File: src/rtl/sp_pkg.sv
package sp_pkg;
  typedef enum logic {DIR_RX = 1'b0, DIR_TX = 1'b1} sp_dir_e;

  typedef struct packed {
    sp_dir_e dir;
    logic    lsb_first;
    logic    stereo;
  } sp_mode_t;

  localparam int MIN_LEN_BASIC  = 3;
  localparam int MIN_LEN_STEREO = 8;
endpackage

File: src/rtl/sp_edge_det.sv
module sp_edge_det (
  input  logic clk,
  input  logic rst_n,
  input  logic sclk,
  input  logic fsync,
  input  logic stereo,
  output logic rise,
  output logic fall,
  output logic start
);
  logic sclk_q;
  logic fs_lvl;

  always_ff @(posedge clk or negedge rst_n) begin
    if (!rst_n) begin
      sclk_q <= 1'b0;
      fs_lvl <= 1'b0;
    end else begin
      sclk_q <= sclk;
      if (fall) fs_lvl <= fsync;
    end
  end

  assign rise  = sclk & ~sclk_q;
  assign fall  = ~sclk & sclk_q;
  // stereo framing reacts to a level change, basic framing to a high level
  assign start = fall & (stereo ? (fsync ^ fs_lvl) : fsync);
endmodule

File: src/rtl/sp_wordq.sv
module sp_wordq #(
  parameter int W     = 32,
  parameter int DEPTH = 2
) (
  input  logic         clk,
  input  logic         rst_n,
  input  logic         flush,
  input  logic         push,
  input  logic [W-1:0] din,
  input  logic         pop,
  output logic [W-1:0] head,
  output logic         empty,
  output logic         full
);
  localparam int PW = (DEPTH > 1) ? $clog2(DEPTH) : 1;
  localparam int CW = $clog2(DEPTH + 1);
  localparam logic [PW-1:0] LAST = PW'(DEPTH - 1);

  logic [W-1:0]  mem [DEPTH];
  logic [PW-1:0] wp, rp;
  logic [CW-1:0] cnt;

  always_ff @(posedge clk) begin
    if (push) mem[wp] <= din;
  end

  always_ff @(posedge clk or negedge rst_n) begin
    if (!rst_n) begin
      wp  <= '0;
      rp  <= '0;
      cnt <= '0;
    end else if (flush) begin
      wp  <= '0;
      rp  <= '0;
      cnt <= '0;
    end else begin
      if (push) wp <= (wp == LAST) ? '0 : wp + 1'b1;
      if (pop)  rp <= (rp == LAST) ? '0 : rp + 1'b1;
      if (push && !pop)      cnt <= cnt + 1'b1;
      else if (pop && !push) cnt <= cnt - 1'b1;
    end
  end

  assign head  = mem[rp];
  assign empty = (cnt == '0);
  assign full  = (cnt == CW'(DEPTH));
endmodule

File: src/rtl/sp_lane.sv
module sp_lane #(
  parameter int W     = 32,
  parameter int DEPTH = 2,
  parameter int LW    = 5
) (
  input  logic          clk,
  input  logic          rst_n,
  input  logic          flush,
  input  logic          run,
  input  logic          dir_tx,
  input  logic          lsb_first,
  input  logic [LW-1:0] len_m1,
  input  logic          rise,
  input  logic          fall,
  input  logic          start,
  input  logic          tx_valid,
  input  logic [W-1:0]  tx_data,
  output logic          tx_ready,
  output logic          rx_valid,
  output logic [W-1:0]  rx_data,
  input  logic          rx_ready,
  input  logic          sd_i,
  output logic          sd_o,
  output logic          underflow,
  output logic          overflow
);
  localparam logic [LW:0] FULL_LEN = (LW + 1)'(W);

  logic [W-1:0] shreg, last_q, head, tx_word, rx_next, rx_word, q_din;
  logic [LW:0]  cnt, len, shamt;
  logic         tx_mode, rx_mode, rx_done, q_push, q_pop, empty, full;

  assign len     = {1'b0, len_m1} + 1'b1;
  assign shamt   = FULL_LEN - len;
  assign tx_mode = run & dir_tx;
  assign rx_mode = run & ~dir_tx;

  // transmit source: queue head, or the previous word when starved
  assign tx_word = empty ? last_q : head;

  // receive shift: new bit enters at the end opposite the one that leaves first
  assign rx_next = lsb_first ? {sd_i, shreg[W-1:1]} : {shreg[W-2:0], sd_i};
  assign rx_word = lsb_first ? (rx_next >> shamt) : rx_next;
  assign rx_done = rx_mode & fall & (cnt == (LW + 1)'(1));

  assign q_push = tx_mode ? (tx_valid & ~full) : (rx_done & ~full);
  assign q_din  = tx_mode ? tx_data : rx_word;
  assign q_pop  = tx_mode ? (start & ~empty) : (rx_mode & rx_ready & ~empty);

  sp_wordq #(.W(W), .DEPTH(DEPTH)) u_q (
    .clk   (clk),
    .rst_n (rst_n),
    .flush (flush),
    .push  (q_push),
    .din   (q_din),
    .pop   (q_pop),
    .head  (head),
    .empty (empty),
    .full  (full)
  );

  always_ff @(posedge clk or negedge rst_n) begin
    if (!rst_n) begin
      shreg     <= '0;
      last_q    <= '0;
      cnt       <= '0;
      sd_o      <= 1'b0;
      underflow <= 1'b0;
      overflow  <= 1'b0;
    end else if (flush) begin
      shreg     <= '0;
      last_q    <= '0;
      cnt       <= '0;
      sd_o      <= 1'b0;
      underflow <= 1'b0;
      overflow  <= 1'b0;
    end else if (tx_mode) begin
      if (start) begin
        shreg  <= lsb_first ? tx_word : (tx_word << shamt);
        last_q <= tx_word;
        cnt    <= len;
        if (empty) underflow <= 1'b1;
      end else if (rise) begin
        if (cnt != '0) begin
          sd_o  <= lsb_first ? shreg[0] : shreg[W-1];
          shreg <= lsb_first ? (shreg >> 1) : (shreg << 1);
          cnt   <= cnt - 1'b1;
        end else begin
          sd_o <= 1'b0;
        end
      end
    end else if (rx_mode && fall) begin
      if (cnt != '0) begin
        shreg <= rx_next;
        cnt   <= cnt - 1'b1;
      end
      if (rx_done && full) overflow <= 1'b1;
      if (start) begin
        shreg <= '0;
        cnt   <= len;
      end
    end
  end

  assign tx_ready = tx_mode & ~full;
  assign rx_valid = rx_mode & ~empty;
  assign rx_data  = head;
endmodule

File: src/rtl/duo_serial_port.sv
module duo_serial_port
  import sp_pkg::*;
#(
  parameter int W     = 32,
  parameter int LANES = 2,
  parameter int DEPTH = 2,
  localparam int LW   = $clog2(W)
) (
  input  logic                      clk,
  input  logic                      rst_n,
  input  logic                      en,
  input  logic                      cfg_dir_tx,
  input  logic                      cfg_lsb_first,
  input  logic                      cfg_stereo,
  input  logic [LW-1:0]             cfg_len_m1,
  input  logic [LANES-1:0]          cfg_lane_en,
  input  logic [LANES-1:0]          tx_valid,
  input  logic [LANES-1:0][W-1:0]   tx_data,
  output logic [LANES-1:0]          tx_ready,
  output logic [LANES-1:0]          rx_valid,
  output logic [LANES-1:0][W-1:0]   rx_data,
  input  logic [LANES-1:0]          rx_ready,
  input  logic                      sclk,
  input  logic                      fsync,
  input  logic [LANES-1:0]          sdata_i,
  output logic [LANES-1:0]          sdata_o,
  output logic                      sdata_oe,
  output logic                      cfg_err,
  output logic [LANES-1:0]          tx_underflow,
  output logic [LANES-1:0]          rx_overflow
);
  sp_mode_t         mode_q;
  logic [LW-1:0]    len_q;
  logic [LANES-1:0] lane_en_q;
  logic             err_q, bad_len, run_port, dir_tx;
  logic             rise, fall, start;

  // settings open only while the port is disabled
  always_ff @(posedge clk or negedge rst_n) begin
    if (!rst_n) begin
      mode_q    <= '{dir: DIR_RX, lsb_first: 1'b0, stereo: 1'b0};
      len_q     <= LW'(W - 1);
      lane_en_q <= '0;
      err_q     <= 1'b0;
    end else if (!en) begin
      mode_q    <= '{dir: sp_dir_e'(cfg_dir_tx), lsb_first: cfg_lsb_first, stereo: cfg_stereo};
      len_q     <= cfg_len_m1;
      lane_en_q <= cfg_lane_en;
      err_q     <= 1'b0;
    end else if (bad_len) begin
      err_q <= 1'b1;
    end
  end

  assign bad_len  = (int'(len_q) + 1 < MIN_LEN_BASIC) ||
                    (mode_q.stereo && (int'(len_q) + 1 < MIN_LEN_STEREO));
  assign run_port = en & ~err_q & ~bad_len;
  assign dir_tx   = (mode_q.dir == DIR_TX);
  assign sdata_oe = run_port & dir_tx;
  assign cfg_err  = err_q;

  sp_edge_det u_edge (
    .clk    (clk),
    .rst_n  (rst_n),
    .sclk   (sclk),
    .fsync  (fsync),
    .stereo (mode_q.stereo),
    .rise   (rise),
    .fall   (fall),
    .start  (start)
  );

  for (genvar i = 0; i < LANES; i++) begin : g_lane
    sp_lane #(.W(W), .DEPTH(DEPTH), .LW(LW)) u_lane (
      .clk       (clk),
      .rst_n     (rst_n),
      .flush     (~en),
      .run       (run_port & lane_en_q[i]),
      .dir_tx    (dir_tx),
      .lsb_first (mode_q.lsb_first),
      .len_m1    (len_q),
      .rise      (rise),
      .fall      (fall),
      .start     (start),
      .tx_valid  (tx_valid[i]),
      .tx_data   (tx_data[i]),
      .tx_ready  (tx_ready[i]),
      .rx_valid  (rx_valid[i]),
      .rx_data   (rx_data[i]),
      .rx_ready  (rx_ready[i]),
      .sd_i      (sdata_i[i]),
      .sd_o      (sdata_o[i]),
      .underflow (tx_underflow[i]),
      .overflow  (rx_overflow[i])
    );
  end
endmodule

File: config.mk
export PLATFORM = sky130hd
export DESIGN_NAME = duo_serial_port
export DESIGN_NICKNAME = d
export VERILOG_FILES = /design/src/rtl/sp_pkg.sv /design/src/rtl/sp_edge_det.sv /design/src/rtl/sp_wordq.sv /design/src/rtl/sp_lane.sv /design/src/rtl/duo_serial_port.sv
export SDC_FILE = /design/constraint.sdc
export NUM_CORES = 1
export LEC_CHECK = 0
export BUFFER_PORTS_ARGS = -buffer_cell sky130_fd_sc_hd__buf_4
export CAP_MARGIN = 10
export CORE_UTILIZATION = 45
export CTS_BUF_LIST = sky130_fd_sc_hd__clkbuf_4
export CTS_CLUSTER_SIZE = 30
export DETAILED_ROUTE_END_ITERATION = 12
export HOLD_SLACK_MARGIN = 0.06
export RECOVER_POWER = 100
export SYNTH_ARGS = -nofsm -noshare
export SYNTH_HDL_FRONTEND = slang
export SYNTH_SLANG_ARGS = --single-unit
File: constraint.sdc
create_clock -name clk -period 10.68 [get_ports clk]
set_clock_uncertainty 0.05 [all_clocks]
set_input_delay 1.602 -clock clk [delete_from_list [all_inputs] [get_ports clk]]
set_output_delay 1.602 -clock clk [all_outputs]
set_load 0.005 [all_outputs]
==> impl_results.md <==
* # rows at slightly above 80
* Setup Crit Path Kind: input port to register
* Worst Setup End Kind: register
* Iter 0 DRT Violations at about 3.1k
* Clock Tree Root: clkbuf_4
* HP Class: register to register
* Final min period at between 7 and 8 ns
* Power Dens Cells at 161 mW/mm^2
* Ys Warns at 0
* Hold wc startpoint: g_lane[0].u_lane.overflow
* Clk_lat worst skew at 0.86 ns
* Antenna-violating nets left at 0
* Unrepaired setup endpoints after global routing: no
* Gpl congestion at 1.01
* Die Height at between 200 and 250 um
* CP Data Arrival Time at 8.15 ns
* CP startpoint: en
* Period Utilization, post-route at 72.8%
* TritonCTS clock tree: built
* Async SR Flop Fraction at between 50% and 60%
* Total number of vias at 21.7k
* I/O pin count at 161
* Core region area at 0.0513 sq mm
* Gr usage total at between 30 and 40%
* Area leader, netlist: dfrtp_1
* Fin. Hold Viols at 0
* Worst reg2reg path depth at 9
* Synth Flop Type: dfrtp_1
* Largest net degree at the start of global routing at 99
* Worst hold slack at 0.459 ns
* Total CTS buffers at 86
* Library cells used by synthesis at 99
* Fmax at between 0.1 and 0.15 GHz
* RR Startpoint: len_q[0]
* Top-area cell type share of the netlist area at 17.4%
* Routed WL per cell at ~30 um
* First-pass GRT wire length at around 140 mm
* Grt ovf at 0
* Dpl hpwl at 68.0 mm
* Setup TNS Final at 0 ns
* Port bufs at 160
* Die Footprint at approximately 0.053 sq mm
* Most common library cells after synthesis: nor2_1 (283), mux2i_1 (237), a21oi_1 (186)
* Post-CTS Setup Repair Bufs at 0
* Reg clk slew, reported paths at 0.06 ns
* WHS Path Cells at 2
* Die X at 230 um
* Worst Tran Pin Value at 4.51 ns
* Synth area leaders: dfrtp_1 (17%), edfxtp_1 (16%), mux4_2 (11%)
* Leakage at 0.00984 uW
* Startpoint Class: input port
* Tot Pwr at 4150 uW
* Vias in the first global route at 20.7k
* Post-synth EDFFs at around 130
* Initial core utilization at between 40% and 50%
* Seq cells post-synth at 295
* # fillers at 4888
* PostCTS Resize Cnt at 0
* Max Transition Viols Final at 534
* Crit Path Max Fanout at 46
* Mapped Cells at 2364
* Seq/Total Area, Yosys at between 30 and 40%
* H-tree Lvls at 3
* Final WL at between 90 and 100 mm
* Slew HR at -201%
* Layout cell share with drive strength beyond 1 at 23.6%
* Max_cap viols at 13
* DRC viols at 0
* Cts hold-fix bufs at 0
* Sink Count at 295
* CP Data Required Time at 11.05 ns
* Netlist Area Pre-Place at 0.0233 sq mm
* Layout overhead on the synthesized area at 10.8%
* Syn nets at 2455
* Status: finished, violations left
* Peak supply drop at 0.0914 mV
* Mean post-synth cell area at around 10 sq um
* Most common cell in the synthesized netlist: nor2_1
* Antenna violations before repair at 3
* Final nets at between 2k and 3k
* Vias per cell at slightly below 7
* CTS max path bufs at 3
* Failing checks: max-capacitance violations, max-slew violations
* Router iterations before antenna repair at 6
* # setup viols final at 0
[placed cells by master, fill, tap and decap left out, types with 53 or more instances in the layout]
cell / count
buf_4: 187
a21oi_1: 185
mux2i_1: 237
mux2_1: 64
a22oi_1: 53
nor2_1: 282
o21ai_0: 142
mux2_2: 78
dfrtp_1: 161
edfxtp_1: 128
nand2_1: 174
clkbuf_4: 142
mux4_2: 116
[sequential cells by signal (all words and copies together) (netlist names)]
register / flops
g_lane.u_lane.cnt: 12
g_lane.u_lane.underflow: 2
mode_q: 2
g_lane.u_lane.u_q.mem: 128
u_edge.sclk_q: 1
g_lane.u_lane.overflow: 2
u_edge.fs_lvl: 1
len_q: 5
g_lane.u_lane.shreg: 64
g_lane.u_lane.last_q: 64
g_lane.u_lane.sd_o: 2
dir_tx: 1
g_lane.u_lane.u_q.wp: 2
g_lane.u_lane.u_q.cnt: 4
cfg_err: 1
lane_en_q: 2
g_lane.u_lane.u_q.rp: 2
[final timing paths]
path / endpoint / slack, ns
hold / removal: g_lane[0].u_lane.overflow / 0.46
setup reg to reg: g_lane[0].u_lane.cnt[5] / 3.65
max in group asynchronous: g_lane[1].u_lane.last_q[30] / 4.94
setup / recovery: g_lane[1].u_lane.u_q.mem[1][31] / 2.90
hold reg to reg: g_lane[0].u_lane.overflow / 0.46
min in group asynchronous: g_lane[0].u_lane.last_q[2] / 0.79
[critical path: stages]
cell and delay, ns:
clkbuf_1 1.32, o2111ai_1 1.00, a31oi_4 0.38, clkbuf_1 1.48, a22o_1 0.38, o21ai_0 0.27
nor2_2 0.15, clkbuf_1 1.48
[layer usage]
| metal | global-route usage, % | part of all wire, % |
|---|---|---|
| met1 | 52.5 | 43 |
| met2 | 50.0 | 42 |
| met3 | 9.69 | 11 |
| met4 | 12.3 | 3.6 |
| met5 | 0 | 0 |
[power by group]
part	internal, uW	switching [uW]
clock	599	559
combinational	559	1000
sequential	1300	133
[through the flow]
| stage | cell area (sq um) | worst slack (ns) | instances | utilization (%) |
|---|---|---|---|---|
| 6_report | 25800 | 2.90 | 3201 | 50.3 |
| 4_1_cts | 25900 | 4.92 | 3198 | 50.5 |
| 3_5_place_dp | 24800 | 5.18 | 3036 | 48.2 |
| 2_1_floorplan | 23300 | 4.93 | 2364 | - |
| 5_1_grt | 25800 | 2.40 | 3201 | 50.3 |
| 3_3_place_gp | 24800 | 5.25 | 3036 | 48.2 |
[cell families (layout without fill, tap and decap cells)]
| group | count (synthesis) | count (layout) | synth area share (%) |
|---|---|---|---|
| compound gates | 674 | 674 | 18.7 |
| simple gates | 631 | 631 | 11.9 |
| mux | 498 | 498 | 28.6 |
| flops | 295 | 295 | 34.4 |
| buf+inv | 247 | 401 | 5.43 |
| xor+xnor | 13 | 13 | 0.580 |
| fa+ha+maj | 6 | 6 | 0.322 |
| other cells | 0 | 3 | 0 |
[layout make-up]
class | instances | area (sq um) | area share (%)
tap | 680 | 851 | 3.29
sequential | 295 | 8040 | 31.1
inverter | 28 | 110 | 0.426
clock buffer | 133 | 998 | 3.87
clock inverter | 29 | 170 | 0.659
timing repair buffer | 211 | 1540 | 5.95
antenna | 3 | 7.51 | 0.0291
multi-input combinational | 1822 | 14100 | 54.7
(Power assumes the default switching activity.)
